==> src/rtl/os_timer_pkg.sv <==
package os_timer_pkg;

  localparam int unsigned REG_ADDR_W = 5;

  localparam logic [REG_ADDR_W-1:0] OFS_COUNT  = 5'h10;
  localparam logic [REG_ADDR_W-1:0] OFS_STATUS = 5'h14;
  localparam logic [REG_ADDR_W-1:0] OFS_GUARD  = 5'h18;

  typedef enum logic [2:0] {
    SEL_CMP,
    SEL_COUNT,
    SEL_STATUS,
    SEL_GUARD,
    SEL_NONE
  } reg_sel_e;

  // Compare register slot k sits at byte offset 4*k.
  function automatic logic [REG_ADDR_W-1:0] cmp_ofs(input int unsigned k);
    return REG_ADDR_W'(k * 4);
  endfunction

endpackage

==> src/rtl/os_tmr_counter.sv <==
module os_tmr_counter #(
  parameter int unsigned CW = 32
) (
  input  logic          clk,
  input  logic          rst_n,
  input  logic          clr,
  input  logic          tick,
  input  logic          ld,
  input  logic [CW-1:0] ld_val,
  output logic [CW-1:0] cnt_q,
  output logic [CW-1:0] cnt_inc
);

  logic [CW-1:0] cnt_d;

  assign cnt_inc = cnt_q + CW'(1);

  always_comb begin
    cnt_d = cnt_q;
    if (clr)       cnt_d = '0;
    else if (ld)   cnt_d = ld_val;
    else if (tick) cnt_d = cnt_inc;
  end

  always_ff @(posedge clk or negedge rst_n) begin
    if (!rst_n) cnt_q <= '0;
    else        cnt_q <= cnt_d;
  end

endmodule

==> src/rtl/os_tmr_cmp_bank.sv <==
module os_tmr_cmp_bank #(
  parameter int unsigned CW  = 32,
  parameter int unsigned NCH = 4
) (
  input  logic           clk,
  input  logic           rst_n,
  input  logic           clr,
  input  logic [NCH-1:0] wr_sel,
  input  logic [CW-1:0]  wdata,
  input  logic           cmp_en,
  input  logic [CW-1:0]  cmp_val,
  output logic [CW-1:0]  cmp_q [NCH],
  output logic [NCH-1:0] hit
);

  for (genvar i = 0; i < NCH; i++) begin : g_ch
    logic [CW-1:0] cmp_d;

    always_comb begin
      cmp_d = cmp_q[i];
      if (clr)            cmp_d = '0;
      else if (wr_sel[i]) cmp_d = wdata;
    end

    always_ff @(posedge clk or negedge rst_n) begin
      if (!rst_n) cmp_q[i] <= '0;
      else        cmp_q[i] <= cmp_d;
    end

    assign hit[i] = cmp_en && (cmp_q[i] == cmp_val);
  end

endmodule

==> src/rtl/os_tmr_status.sv <==
module os_tmr_status #(
  parameter int unsigned NCH = 4
) (
  input  logic           clk,
  input  logic           rst_n,
  input  logic           clr,
  input  logic           sleep_enter,
  input  logic [NCH-1:0] hit,
  input  logic           w1c_en,
  input  logic [NCH-1:0] w1c_mask,
  input  logic           guard_set,
  output logic [NCH-1:0] status_q,
  output logic           guard_q,
  output logic           wdt_q,
  output logic [NCH-1:0] irq
);

  localparam int unsigned WD_CH = NCH - 1;

  logic [NCH-1:0] status_d;
  logic           guard_d;
  logic           wdt_d;

  always_comb begin
    status_d = status_q;
    guard_d  = guard_q;
    wdt_d    = 1'b0;
    if (clr) begin
      status_d = '0;
      guard_d  = 1'b0;
    end else begin
      // Hits are ORed in after the clear mask so a same-cycle hit survives.
      if (w1c_en) status_d = status_d & ~w1c_mask;
      status_d = status_d | hit;
      if (sleep_enter)    guard_d = 1'b0;
      else if (guard_set) guard_d = 1'b1;
      wdt_d = hit[WD_CH] && guard_q;
    end
  end

  always_ff @(posedge clk or negedge rst_n) begin
    if (!rst_n) begin
      status_q <= '0;
      guard_q  <= 1'b0;
      wdt_q    <= 1'b0;
    end else begin
      status_q <= status_d;
      guard_q  <= guard_d;
      wdt_q    <= wdt_d;
    end
  end

  always_comb begin
    irq        = status_q;
    irq[WD_CH] = status_q[WD_CH] && !guard_q;
  end

endmodule

==> src/rtl/os_match_timer.sv <==
module os_match_timer
  import os_timer_pkg::*;
#(
  parameter int unsigned CW  = 32,
  parameter int unsigned NCH = 4
) (
  input  logic                  clk,
  input  logic                  rst_n,
  input  logic                  soft_rst,
  input  logic                  sleep_enter,
  input  logic                  tick,
  input  logic                  wr_en,
  input  logic [REG_ADDR_W-1:0] addr,
  input  logic [CW-1:0]         wdata,
  output logic [CW-1:0]         rdata,
  output logic [NCH-1:0]        irq,
  output logic                  wdt_reset
);

  localparam int unsigned SEL_W = $clog2(NCH);

  logic [CW-1:0]  cnt_q;
  logic [CW-1:0]  cnt_inc;
  logic [CW-1:0]  cmp_q [NCH];
  logic [NCH-1:0] hit;
  logic [NCH-1:0] status_q;
  logic           wden_q;
  logic           wdt_q;
  logic           sync_clr;
  logic           cnt_wr;
  logic           cmp_en;
  logic [NCH-1:0] cmp_wr;
  reg_sel_e       sel;
  logic [SEL_W-1:0] cmp_idx;

  assign sync_clr  = soft_rst || wdt_q;
  assign wdt_reset = wdt_q;

  // Address decode
  always_comb begin
    sel     = SEL_NONE;
    cmp_idx = '0;
    for (int k = 0; k < NCH; k++) begin
      if (addr == cmp_ofs(k)) begin
        sel     = SEL_CMP;
        cmp_idx = SEL_W'(k);
      end
    end
    if (addr == OFS_COUNT)  sel = SEL_COUNT;
    if (addr == OFS_STATUS) sel = SEL_STATUS;
    if (addr == OFS_GUARD)  sel = SEL_GUARD;
  end

  always_comb begin
    cmp_wr = '0;
    if (wr_en && sel == SEL_CMP) cmp_wr[cmp_idx] = 1'b1;
  end

  assign cnt_wr = wr_en && (sel == SEL_COUNT);
  assign cmp_en = tick && !cnt_wr && !sync_clr;

  os_tmr_counter #(.CW(CW)) u_cnt (
    .clk    (clk),
    .rst_n  (rst_n),
    .clr    (sync_clr),
    .tick   (tick),
    .ld     (cnt_wr),
    .ld_val (wdata),
    .cnt_q  (cnt_q),
    .cnt_inc(cnt_inc)
  );

  os_tmr_cmp_bank #(.CW(CW), .NCH(NCH)) u_cmp (
    .clk    (clk),
    .rst_n  (rst_n),
    .clr    (sync_clr),
    .wr_sel (cmp_wr),
    .wdata  (wdata),
    .cmp_en (cmp_en),
    .cmp_val(cnt_inc),
    .cmp_q  (cmp_q),
    .hit    (hit)
  );

  os_tmr_status #(.NCH(NCH)) u_stat (
    .clk        (clk),
    .rst_n      (rst_n),
    .clr        (sync_clr),
    .sleep_enter(sleep_enter),
    .hit        (hit),
    .w1c_en     (wr_en && sel == SEL_STATUS),
    .w1c_mask   (wdata[NCH-1:0]),
    .guard_set  (wr_en && sel == SEL_GUARD && wdata[0]),
    .status_q   (status_q),
    .guard_q    (wden_q),
    .wdt_q      (wdt_q),
    .irq        (irq)
  );

  // Read mux
  always_comb begin
    unique case (sel)
      SEL_CMP:    rdata = cmp_q[cmp_idx];
      SEL_COUNT:  rdata = cnt_q;
      SEL_STATUS: rdata = {{(CW-NCH){1'b0}}, status_q};
      SEL_GUARD:  rdata = {{(CW-1){1'b0}}, wden_q};
      default:    rdata = '0;
    endcase
  end

endmodule

==> config.mk <==
export PLATFORM = sky130hd
export DESIGN_NAME = os_match_timer
export DESIGN_NICKNAME = d
export VERILOG_FILES = /design/src/rtl/os_timer_pkg.sv /design/src/rtl/os_tmr_counter.sv /design/src/rtl/os_tmr_cmp_bank.sv /design/src/rtl/os_tmr_status.sv /design/src/rtl/os_match_timer.sv
export SDC_FILE = /design/constraint.sdc
export NUM_CORES = 1
export LEC_CHECK = 0
export ABC_AREA = 1
export BUFFER_PORTS_ARGS = -buffer_cell sky130_fd_sc_hd__buf_4
export CORE_MARGIN = 2
export CORE_UTILIZATION = 32
export CTS_CLUSTER_DIAMETER = 120
export DETAILED_ROUTE_END_ITERATION = 6
export SYNTH_ARGS = -nofsm -noshare
export SYNTH_HDL_FRONTEND = slang
export SYNTH_SLANG_ARGS = --single-unit
==> constraint.sdc <==
create_clock -name clk -period 3.4 [get_ports clk]
set_clock_uncertainty 0.1 [all_clocks]
set_input_delay 0.34 -clock clk [delete_from_list [all_inputs] [get_ports clk]]
set_output_delay 0.34 -clock clk [all_outputs]
set_load 0.02 [all_outputs]
==> results of run 1 <==
[worst max-delay path: cells and delay by family (launching register included)]
family / cells / cell delay [ps]
fa+ha+maj: 1 / 310
flops: 1 / 590
compound gates: 1 / 140
buf+inv: 1 / 50
simple gates: 10 / 1710
[cell families (layout without fill, tap and decap cells)]
group	count (synthesis)	in the layout
xor gates and xnor gates	20	20
adders and majority gates	1	1
buffers and inverters	235	322
and+or+nand+nor	982	982
AOI/OAI and AO/OA	323	323
DFF	166	166
[registers in the layout, summed over array words and instances (netlist names)]
name,count
u_stat.guard_q,1
u_stat.status_q,4
u_cnt.cnt_q,32
u_stat.wdt_q,1
u_cmp.cmp_q,128
[area by class of cell]
type	instances	area share (%)
multi-input cells	1326	48.2
flip-flops and latches	166	31.1
clock buffers	21	3.45
repair buffers	114	6.85
inverters	176	4.95
well taps	461	4.32
clock inverters	11	1.11
[power groups by stage]
stage | Clock (uW) | Sequential (uW) | Combinational, uW
CTS | 2110 | 2260 | 924
finish | 2060 | 2270 | 929
floorplan | 0 | 2230 | 558
global placement | 0 | 2300 | 914
detailed placement | 0 | 2290 | 919
global route | 2190 | 2280 | 1040
[through the flow]
stage	power (uW)	worst slack [ps]	utilization, %	cells
detailed placement	3210	522	35.9	2241
global placement	3210	535	35.9	2241
finish	5260	420	37.7	2275
CTS	5290	507	37.7	2275
global route	5510	128	37.7	2275
floorplan	2790	1030	-	1727
[cell usage in the layout (no fill, tap or decap), types with 5 or more instances in the layout]
cell type,n
a21oi_1,11
nand2_2,19
inv_1,172
xnor3_1,7
buf_4,107
nand4_1,6
o21ai_1,5
nor2_8,6
nor2_4,7
nand3b_1,24
nand2_4,6
nor2_1,164
o21ai_0,236
dfrtp_1,166
xor2_1,6
nand2_1,555
xnor2_1,7
clkbuf_16,17
o22ai_1,31
clkinvlp_4,6
nand3_2,7
nand3_1,183
o32ai_1,21
[routing by layer]
layer	vias up	track usage [%]
li1	5809	-
met3	100	5.83
met2	514	39.0
met4	0	10.6
met5	-	0
met1	5800	34.9
[what timing repair did]
action,CTS,global route
hold buffers,2,0
setup endpoints to repair,0,0
endpoints found under the hold margin,31,0
[worst max path at each step]
stage                   start            endpoint
4_1_cts        u_cnt.cnt_q[0]  u_stat.status_q[2]
6_report       u_cnt.cnt_q[0]  u_stat.status_q[2]
3_5_place_dp   u_cnt.cnt_q[0]  u_stat.status_q[2]
2_1_floorplan         addr[1]           rdata[13]
3_3_place_gp   u_cnt.cnt_q[0]  u_stat.status_q[0]
5_1_grt        u_cnt.cnt_q[0]  u_stat.status_q[2]
==> results.sh, run 1 <==
export IMPL_diodes=0
export IMPL_hold_depth=3
export IMPL_power_density_nw_per_um2=394
export IMPL_rsz0062_at_grt="no"
export IMPL_power_leakage_uw=0.00648
export IMPL_htree_levels=4
export IMPL_ys_ff_latch=166
export IMPL_p_switching_uw=1640
export IMPL_synthAdderAreaFrac_pct=0.109
export IMPL_async_reset_ff_share_pct=100
export IMPL_drv_slew=0
export IMPL_p_int_uw=3610
export IMPL_startpoint_type="register"
export IMPL_failed_checks="design-rule violations"
export IMPL_ys_types=39
export IMPL_r2r_start="u_cnt.cnt_q[0]"
export IMPL_finalCritPeriodShare_pct=87.6
export IMPL_cts_tree="yes"
export IMPL_die_w_um=193
export IMPL_place_area_um2=12700
export IMPL_die_height_um=193
export IMPL_wl_met2_um=19900
export IMPL_relSlewSlack_pct=35.4
export IMPL_core_area_um2=35400
export IMPL_hold_viol_final=0
export IMPL_drt_wirelength_per_cell_um=20.2
export IMPL_ios=80
export IMPL_endpoint_kind="register"
export IMPL_ant_nets=0
export IMPL_drc=3
export IMPL_start_util_pct=32.3
export IMPL_synthSimpleGateAreaFrac_pct=37.7
export IMPL_path_cells="ha_1, nand3_1, nor2_1, nand4_1, nand3_1, nand2_1, inv_1, nand2_1, nor2_1, nand2_1, nor2_1, nand3_1, a21oi_1"
export IMPL_grt_use_total_pct=25.6
export IMPL_path_clk_slew_ps=70
export IMPL_num_rows=69
export IMPL_worstRegToRegCells=13
export IMPL_layout_drive_gt1_share_pct=10.8
export IMPL_min_delay_start="wdata[3]"
export IMPL_synth_most_common_cell="nand2_1"
export IMPL_syn_inst=1727
export IMPL_clk_latency_ps=460
export IMPL_gr_total_overflow=0
export IMPL_whs_endpoint="u_cnt.cnt_q[3]"
export IMPL_grt_max_degree=81
export IMPL_cp_slowest_cell="dfrtp_1"
export IMPL_wl_met1_um=20800
export IMPL_cts_root_buffer="clkbuf_16"
export IMPL_slowest_delay_ps=590
export IMPL_synthesis_nets=1771
export IMPL_drv_cap=0
export IMPL_p_seq_share_pct=43.1
export IMPL_cts_made_buffers=17
export IMPL_synthToLayoutAreaGrowth_pct=16.7
export IMPL_fill_cells=3815
export IMPL_cts_resized=0
export IMPL_status="complete, but fails checks"
export IMPL_finalSetupTns_ps=0
export IMPL_synthMuxAreaShare_pct=0
export IMPL_fmax_ghz=0.336
export IMPL_ff2ff_setup_slack_ps=420
export IMPL_dr_wl_met3_um=3520
export IMPL_synth_xor_area_share_pct=2.37
export IMPL_seq_area_frac_synth_pct=36.3
export IMPL_gp_congestion=1.02
export IMPL_multi_input_area_um2=6440
export IMPL_cts_sinks=166
export IMPL_grt_pass1_wl_um=70500
export IMPL_nets=1845
export IMPL_worst_pin_slew_ps=967
export IMPL_finalSetupViolCount=0
export IMPL_cts_path_max_buffers=2
export IMPL_seq_area_um2=4150
export IMPL_ys_warn_count=0
export IMPL_holdWs_ps=125
export IMPL_reg2reg_to="u_stat.status_q[2]"
export IMPL_port_buffers=79
export IMPL_first_pass_iters=7
export IMPL_min_path_type="in2reg"
export IMPL_synth_area_um2=11400
export IMPL_synth_common_cells="555 x nand2_1, 236 x o21ai_0, 183 x nand3_1, 172 x inv_1, 168 x nor2_1"
export IMPL_cts_setup_buffers=0
export IMPL_clkPwrFrac_pct=39.2
export IMPL_finalCriticalPeriod_ps=2980
export IMPL_vias=12200
export IMPL_synth_top_cell_by_area="dfrtp_1"
export IMPL_drt_initial_drc_count=1239
export IMPL_highest_layer="met4"
export IMPL_synth_top_family_by_area="simple AND/OR/NAND/NOR gates"
export IMPL_dpl_hpwl_um=34900
export IMPL_syn_avg_cell_area_um2=6.63
export IMPL_design_area_um2=13400
export IMPL_avgViaCountPerCell=5.37
export IMPL_path_max_fanout=9
export IMPL_worstPathArrival_ps=3260
export IMPL_dieArea_um2=37300
export IMPL_synth_edff_count=0
export IMPL_worstPathRequired_ps=3680
export IMPL_grt_pass1_vias=11700
export IMPL_ys_flop_type="dfrtp_1"
export IMPL_antenna_found_initial=1
export IMPL_p_sw_share_pct=31.2
export IMPL_critPathKind="reg2reg"
export IMPL_peakVddDrop_uv=323
export IMPL_wirelength_um=46000
export IMPL_synth_area_leaders="dfrtp_1 36%, nand2_1 18%, o21ai_0 10%"
export IMPL_pwr_share_comb_pct=17.7
export IMPL_synth_compound_area_share_pct=15.7
export IMPL_synth_top_cell_area_share_pct=36.3
(Power assumes the default switching activity.)
==> run 2, diff against run 1 <==
--- a/config.mk
+++ b/config.mk
@@ -11,6 +11,7 @@
 export CORE_UTILIZATION = 32
 export CTS_CLUSTER_DIAMETER = 120
 export DETAILED_ROUTE_END_ITERATION = 6
+export MAX_ROUTING_LAYER = met4
 export SYNTH_ARGS = -nofsm -noshare
 export SYNTH_HDL_FRONTEND = slang
 export SYNTH_SLANG_ARGS = --single-unit
==> run 2 against run 1 <==
- the run now ends clean
- routed wire length grew 1.8%
- cell area hardly changed
- register-to-register slack lost 30 ps
- combinational power shrank 0.8%
- critical path type unchanged
- critical path depth increased by 2
- global-route usage grew 0.99 points
- power rose by 0.35%
- worst setup slack got worse by 35 ps
- sequential cell count stayed put
- sequential share of layout area barely moved
- via count is 0.23% lower
- highest routed layer unchanged
- clock-buffer cell count stayed put
==> results.sh, run 2 (synthesis gave the netlist of run 1 again) <==
export IMPL_peakVddDrop_uv=347
export IMPL_largest_register="u_cmp.cmp_q"
export IMPL_clk_latency_ps=460
export IMPL_final_common_cell="nand2_1"
export IMPL_drt_initial_drc_count=1325
export IMPL_drv_slew=0
export IMPL_min_delay_start="wdata[2]"
export IMPL_fin_cells=2275
export IMPL_worstPathArrival_ps=3300
export IMPL_avgViaCountPerCell=5.36
export IMPL_htree_levels=4
export IMPL_finalSetupViolCount=0
export IMPL_antenna_found_initial=0
export IMPL_vias=12200
export IMPL_drt_wirelength_per_cell_um=20.6
export IMPL_relSlewSlack_pct=27.0
export IMPL_dieArea_um2=37300
export IMPL_grt_pass1_wl_um=71200
export IMPL_grt_pass1_vias=11500
export IMPL_finalCriticalPeriod_ps=3010
export IMPL_whs_endpoint="u_cnt.cnt_q[2]"
export IMPL_drv_cap=0
export IMPL_gp_congestion=1.03
export IMPL_p_switching_uw=1660
export IMPL_pwr_share_comb_pct=17.5
export IMPL_largest_reg_flops=128
export IMPL_die_w_um=193
export IMPL_rsz0062_at_grt="no"
export IMPL_reg2reg_to="u_stat.wdt_q"
export IMPL_fmax_ghz=0.332
export IMPL_critPathKind="reg2reg"
export IMPL_finalCritPeriodShare_pct=88.7
export IMPL_cts_root_buffer="clkbuf_16"
export IMPL_dpl_hpwl_um=35000
export IMPL_layout_drive_gt1_share_pct=10.8
export IMPL_first_pass_iters=5
export IMPL_path_clk_slew_ps=80
export IMPL_power_leakage_uw=0.00649
export IMPL_path_max_fanout=9
export IMPL_cts_path_max_buffers=2
export IMPL_worstRegToRegCells=15
export IMPL_nets=1846
export IMPL_startpoint_type="register"
export IMPL_ios=80
export IMPL_cts_sinks=166
export IMPL_p_sw_share_pct=31.4
export IMPL_core_area_um2=35400
export IMPL_gr_total_overflow=0
export IMPL_cts_resized=0
export IMPL_hold_depth=3
export IMPL_r2r_start="u_cnt.cnt_q[0]"
export IMPL_grt_max_degree=65
export IMPL_p_seq_share_pct=42.9
export IMPL_p_int_uw=3620
export IMPL_endpoint_kind="register"
export IMPL_dp_cells=2242
export IMPL_start_util_pct=32.3
export IMPL_design_area_um2=13300
export IMPL_ff2ff_setup_slack_ps=390
export IMPL_status="finished, final reports clean"
export IMPL_clkPwrFrac_pct=39.6
export IMPL_final_cell_mix="555 x nand2_1, 236 x o21ai_0, 183 x nand3_1, 172 x inv_1, 166 x dfrtp_1"
export IMPL_die_height_um=193
export IMPL_min_path_type="in2reg"
export IMPL_diodes=0
export IMPL_power_density_nw_per_um2=395
export IMPL_worst_pin_slew_ps=1090
export IMPL_largestRegisters="u_cmp.cmp_q x128, u_cnt.cnt_q x32, u_stat.status_q x4"
export IMPL_cts_tree="yes"
export IMPL_drc=0
export IMPL_synthToLayoutAreaGrowth_pct=16.6
export IMPL_cts_made_buffers=17
export IMPL_cts_setup_buffers=0
export IMPL_hold_viol_final=0
export IMPL_finalSetupTns_ps=0
export IMPL_worstPathRequired_ps=3690
export IMPL_grt_use_total_pct=26.6
export IMPL_port_buffers=79
export IMPL_place_area_um2=12700
export IMPL_wirelength_um=46800
export IMPL_ant_nets=0
export IMPL_num_rows=69
==> run 2: changes by cell type in the layout (fill, tap and decap cells not counted) <==
cell	change
buf_12	-1
buf_4	+2
clkinv_4	+3
clkinvlp_4	-4
inv_6	-1
inv_8	+1
==> run 2: routing by layer <==
metal	wire, um	share of wire, %	global-route usage [%]	up-vias
met3	3250	6.9	3.48	67
met1	21500	46	37.0	5756
met2	21200	45	40.7	554
li1	-	-	-	5818
met5	0	0	-	-
met4	941	2.0	6.91	0
==> run 2: cell type report <==
| type | instances | area [um2] |
|---|---|---|
| Fill cell | 3803 | 22000 |
| Clock inverter | 10 | 148 |
| Sequential cell | 166 | 4150 |
| Inverter | 176 | 661 |
| Clock buffer | 21 | 460 |
| Multi-Input combinational cell | 1326 | 6440 |
| Timing Repair Buffer | 115 | 910 |
| Tap cell | 461 | 577 |
==> run 2: worst max-delay path: stages, from the launching register on <==
cell	delay (ps)
dfrtp_1	550
ha_1	300
nand3_1	250
nor2_1	350
nand2_1	80
nand2_1	190
nor2_1	80
nor2_1	170
o21ai_0	110
nor2_1	150
nand2_1	70
inv_1	50
nand2_1	50
nor2_1	90
nand3_1	180
nor2_1	140
==> run 2: timing repair <==
item,4_1_cts,5_1_grt
hold buffers,2,0
hold endpoints to repair,62,0
setup endpoints to repair,0,0
==> run 2: worst max path at each step <==
stage,from,to,slack (ps),cells past startpoint
detailed placement,u_cnt.cnt_q[0],u_stat.status_q[2],490,13
CTS,u_cnt.cnt_q[0],u_stat.status_q[2],470,13
global placement,u_cnt.cnt_q[0],u_stat.status_q[2],480,13
finish,u_cnt.cnt_q[0],u_stat.wdt_q,390,15
global route,u_cnt.cnt_q[0],u_stat.status_q[2],20,13
floorplan,addr[1],rdata[13],1030,8
==> run 2: power by group through the flow <==
stage	registers (uW)	clock network, uW	logic, uW
2_1_floorplan	2230	0	558
3_3_place_gp	2290	0	906
5_1_grt	2280	2190	1030
4_1_cts	2260	2120	919
3_5_place_dp	2290	0	913
6_report	2260	2090	922
==> run 2: through the flow <==
stage	total power, uW	setup WS, ps	hold slack (ps)	util [%]
floorplan	2790	1030	-55.6	-
CTS	5300	472	96.1	37.7
finish	5280	385	120	37.7
global placement	3200	481	293	35.9
global route	5500	16.0	116	37.7
detailed placement	3210	487	303	35.9
==> run 3, diff against run 2 <==
--- a/config.mk
+++ b/config.mk
@@ -8,10 +8,11 @@
 export ABC_AREA = 1
 export BUFFER_PORTS_ARGS = -buffer_cell sky130_fd_sc_hd__buf_4
 export CORE_MARGIN = 2
-export CORE_UTILIZATION = 32
+export CORE_UTILIZATION = 60
 export CTS_CLUSTER_DIAMETER = 120
 export DETAILED_ROUTE_END_ITERATION = 6
 export MAX_ROUTING_LAYER = met4
+export PLACE_DENSITY = 0.79
 export SYNTH_ARGS = -nofsm -noshare
 export SYNTH_HDL_FRONTEND = slang
 export SYNTH_SLANG_ARGS = --single-unit
==> run 3 against run 2 <==
- routed wire length fell by 8.8%
- first-iteration DRC count rose by 30%
- non-clock buffer count fell by 6
- core utilization rose by 32 points
- cell count fell by 10%
- sequential cell count did not move
- cell area fell by 2.8%
- combinational power barely moved
- critical path depth fell by 2
- power fell by 1.9%
- largest power group unchanged
- highest routed layer unchanged
==> results.sh, run 3 (synthesis gave the netlist of run 1 again) <==
export IMPL_holdWs_ps=121
export IMPL_die_w_um=142
export IMPL_largest_register="u_cmp.cmp_q"
export IMPL_status="finished, final reports clean"
export IMPL_gp_congestion=1.10
export IMPL_wl_met2_um=18000
export IMPL_drv_slew=0
export IMPL_cts_setup_buffers=0
export IMPL_cts_resized=0
export IMPL_grt_pass1_vias=11700
export IMPL_drc=0
export IMPL_design_area_um2=13000
export IMPL_dieArea_um2=20200
export IMPL_wirelength_um=42700
export IMPL_first_pass_iters=6
export IMPL_reg2reg_to="u_stat.status_q[2]"
export IMPL_worstRegToRegCells=13
export IMPL_drt_wirelength_per_cell_um=20.9
export IMPL_power_uw=5170
export IMPL_highest_layer="met4"
export IMPL_start_util_pct=61.2
export IMPL_setup_slack_ps=365
export IMPL_ctsHoldBuffers=2
export IMPL_ant_nets=0
export IMPL_grt_use_total_pct=44.0
export IMPL_final_common_cell="nand2_1"
export IMPL_endpoint_kind="register"
export IMPL_finalSetupViolCount=0
export IMPL_antenna_found_initial=1
export IMPL_cts_sinks=166
export IMPL_finalSetupTns_ps=0
export IMPL_grt_max_degree=73
export IMPL_cts_root_buffer="clkbuf_16"
export IMPL_avgViaCountPerCell=6.26
export IMPL_power_density_nw_per_um2=399
export IMPL_hold_viol_final=0
export IMPL_power_leakage_uw=0.00645
export IMPL_port_buffers=79
export IMPL_rsz0062_at_grt="no"
export IMPL_gr_total_overflow=0
export IMPL_peakVddDrop_uv=349
export IMPL_core_area_um2=18700
export IMPL_whs_endpoint="u_cnt.cnt_q[1]"
export IMPL_nets=1840
export IMPL_path_max_fanout=9
export IMPL_htree_levels=4
export IMPL_fmax_ghz=0.329
export IMPL_hold_depth=3
export IMPL_drv_cap=0
export IMPL_synthToLayoutAreaGrowth_pct=13.4
export IMPL_drt_initial_drc_count=1723
export IMPL_cts_made_buffers=17
export IMPL_finalCritPeriodShare_pct=89.3
export IMPL_ff2ff_setup_slack_ps=360
export IMPL_cts_tree="yes"
export IMPL_num_rows=50
export IMPL_worst_pin_slew_ps=769
export IMPL_largest_reg_flops=128
export IMPL_finalCriticalPeriod_ps=3040
export IMPL_final_cell_mix="555 x nand2_1, 236 x o21ai_0, 183 x nand3_1, 172 x inv_1, 166 x dfrtp_1"
export IMPL_worstPathArrival_ps=3300
export IMPL_dr_wl_met3_um=5640
export IMPL_grt_pass1_wl_um=65700
export IMPL_wl_met1_um=17100
export IMPL_die_height_um=142
export IMPL_layout_drive_gt1_share_pct=10.6
export IMPL_clk_latency_ps=450
export IMPL_r2r_start="u_cnt.cnt_q[0]"
export IMPL_pre_cts_ws_ps=484
export IMPL_ios=80
export IMPL_place_area_um2=12400
export IMPL_dpl_hpwl_um=30700
export IMPL_vias=12800
export IMPL_min_path_type="in2reg"
export IMPL_startpoint_type="register"
export IMPL_relSlewSlack_pct=48.7
export IMPL_cts_path_max_buffers=2
export IMPL_critPathKind="reg2reg"
export IMPL_worstPathRequired_ps=3670
export IMPL_min_delay_start="wdata[1]"
export IMPL_fill_cells=1643
export IMPL_path_clk_slew_ps=70
export IMPL_largestRegisters="u_cmp.cmp_q x128, u_cnt.cnt_q x32, u_stat.status_q x4"
-- run 3: cell types whose count changed in the layout (fill, tap and decap cells not counted), moves of 2 or more --
cell / change
buf_4: -5
bufinv_16: -2
inv_6: +5
inv_8: +2
-- run 3: how the worst max path moves through the flow --
stage	slack (ps)	startpoint	endpoint
finish	360	u_cnt.cnt_q[0]	u_stat.status_q[2]
global route	190	u_cnt.cnt_q[0]	u_stat.status_q[2]
CTS	470	u_cnt.cnt_q[0]	u_stat.status_q[2]
detailed placement	480	u_cnt.cnt_q[0]	u_stat.status_q[2]
global placement	530	u_cnt.cnt_q[0]	u_stat.status_q[2]
floorplan	1030	addr[1]	rdata[13]
-- run 3: critical path, cell delays in order (launching register included) --
cell and delay, ps:
dfrtp_1 550, ha_1 300, nand3_1 230, nor2_1 400
nand4_1 310, nand3_1 180, nand2_1 80, inv_1 50
nand2_1 40, nor2_1 220, nand2_1 140, nor2_1 110
nand3_1 90, a21oi_1 140
-- run 3: layout make-up --
class / count / area [um2] / area share, %
multi-input combinational: 1326 / 6430 / 49.6
sequential: 166 / 4150 / 32.0
timing repair buffer: 109 / 852 / 6.57
inverter: 176 / 661 / 5.09
clock buffer: 19 / 443 / 3.41
tap: 234 / 293 / 2.26
clock inverter: 13 / 138 / 1.06
antenna: 1 / 2.50 / 0.0193
-- run 3: routing by layer --
metal | vias up | track usage (%)
li1 | 5806 | -
met1 | 5850 | 60.6
met2 | 960 | 63.5
met3 | 172 | 8.51
met4 | 0 | 19.0
met5 | - | -
-- run 3: where the power goes --
group          leakage [uW]  internal (uW)  switching, uW  total (uW)
sequential          0.00220           2100            161        2260
clock              0.000285           1060            932        1990
combinational       0.00396            316            607         923
-- run 3: through the flow --
| stage | cells | utilization [%] |
|---|---|---|
| after floorplan | 1727 | - |
| after global placement | 2009 | 66.1 |
| after detailed placement | 2009 | 66.1 |
| after CTS | 2043 | 69.4 |
| after global routing | 2044 | 69.4 |
| final | 2044 | 69.4 |
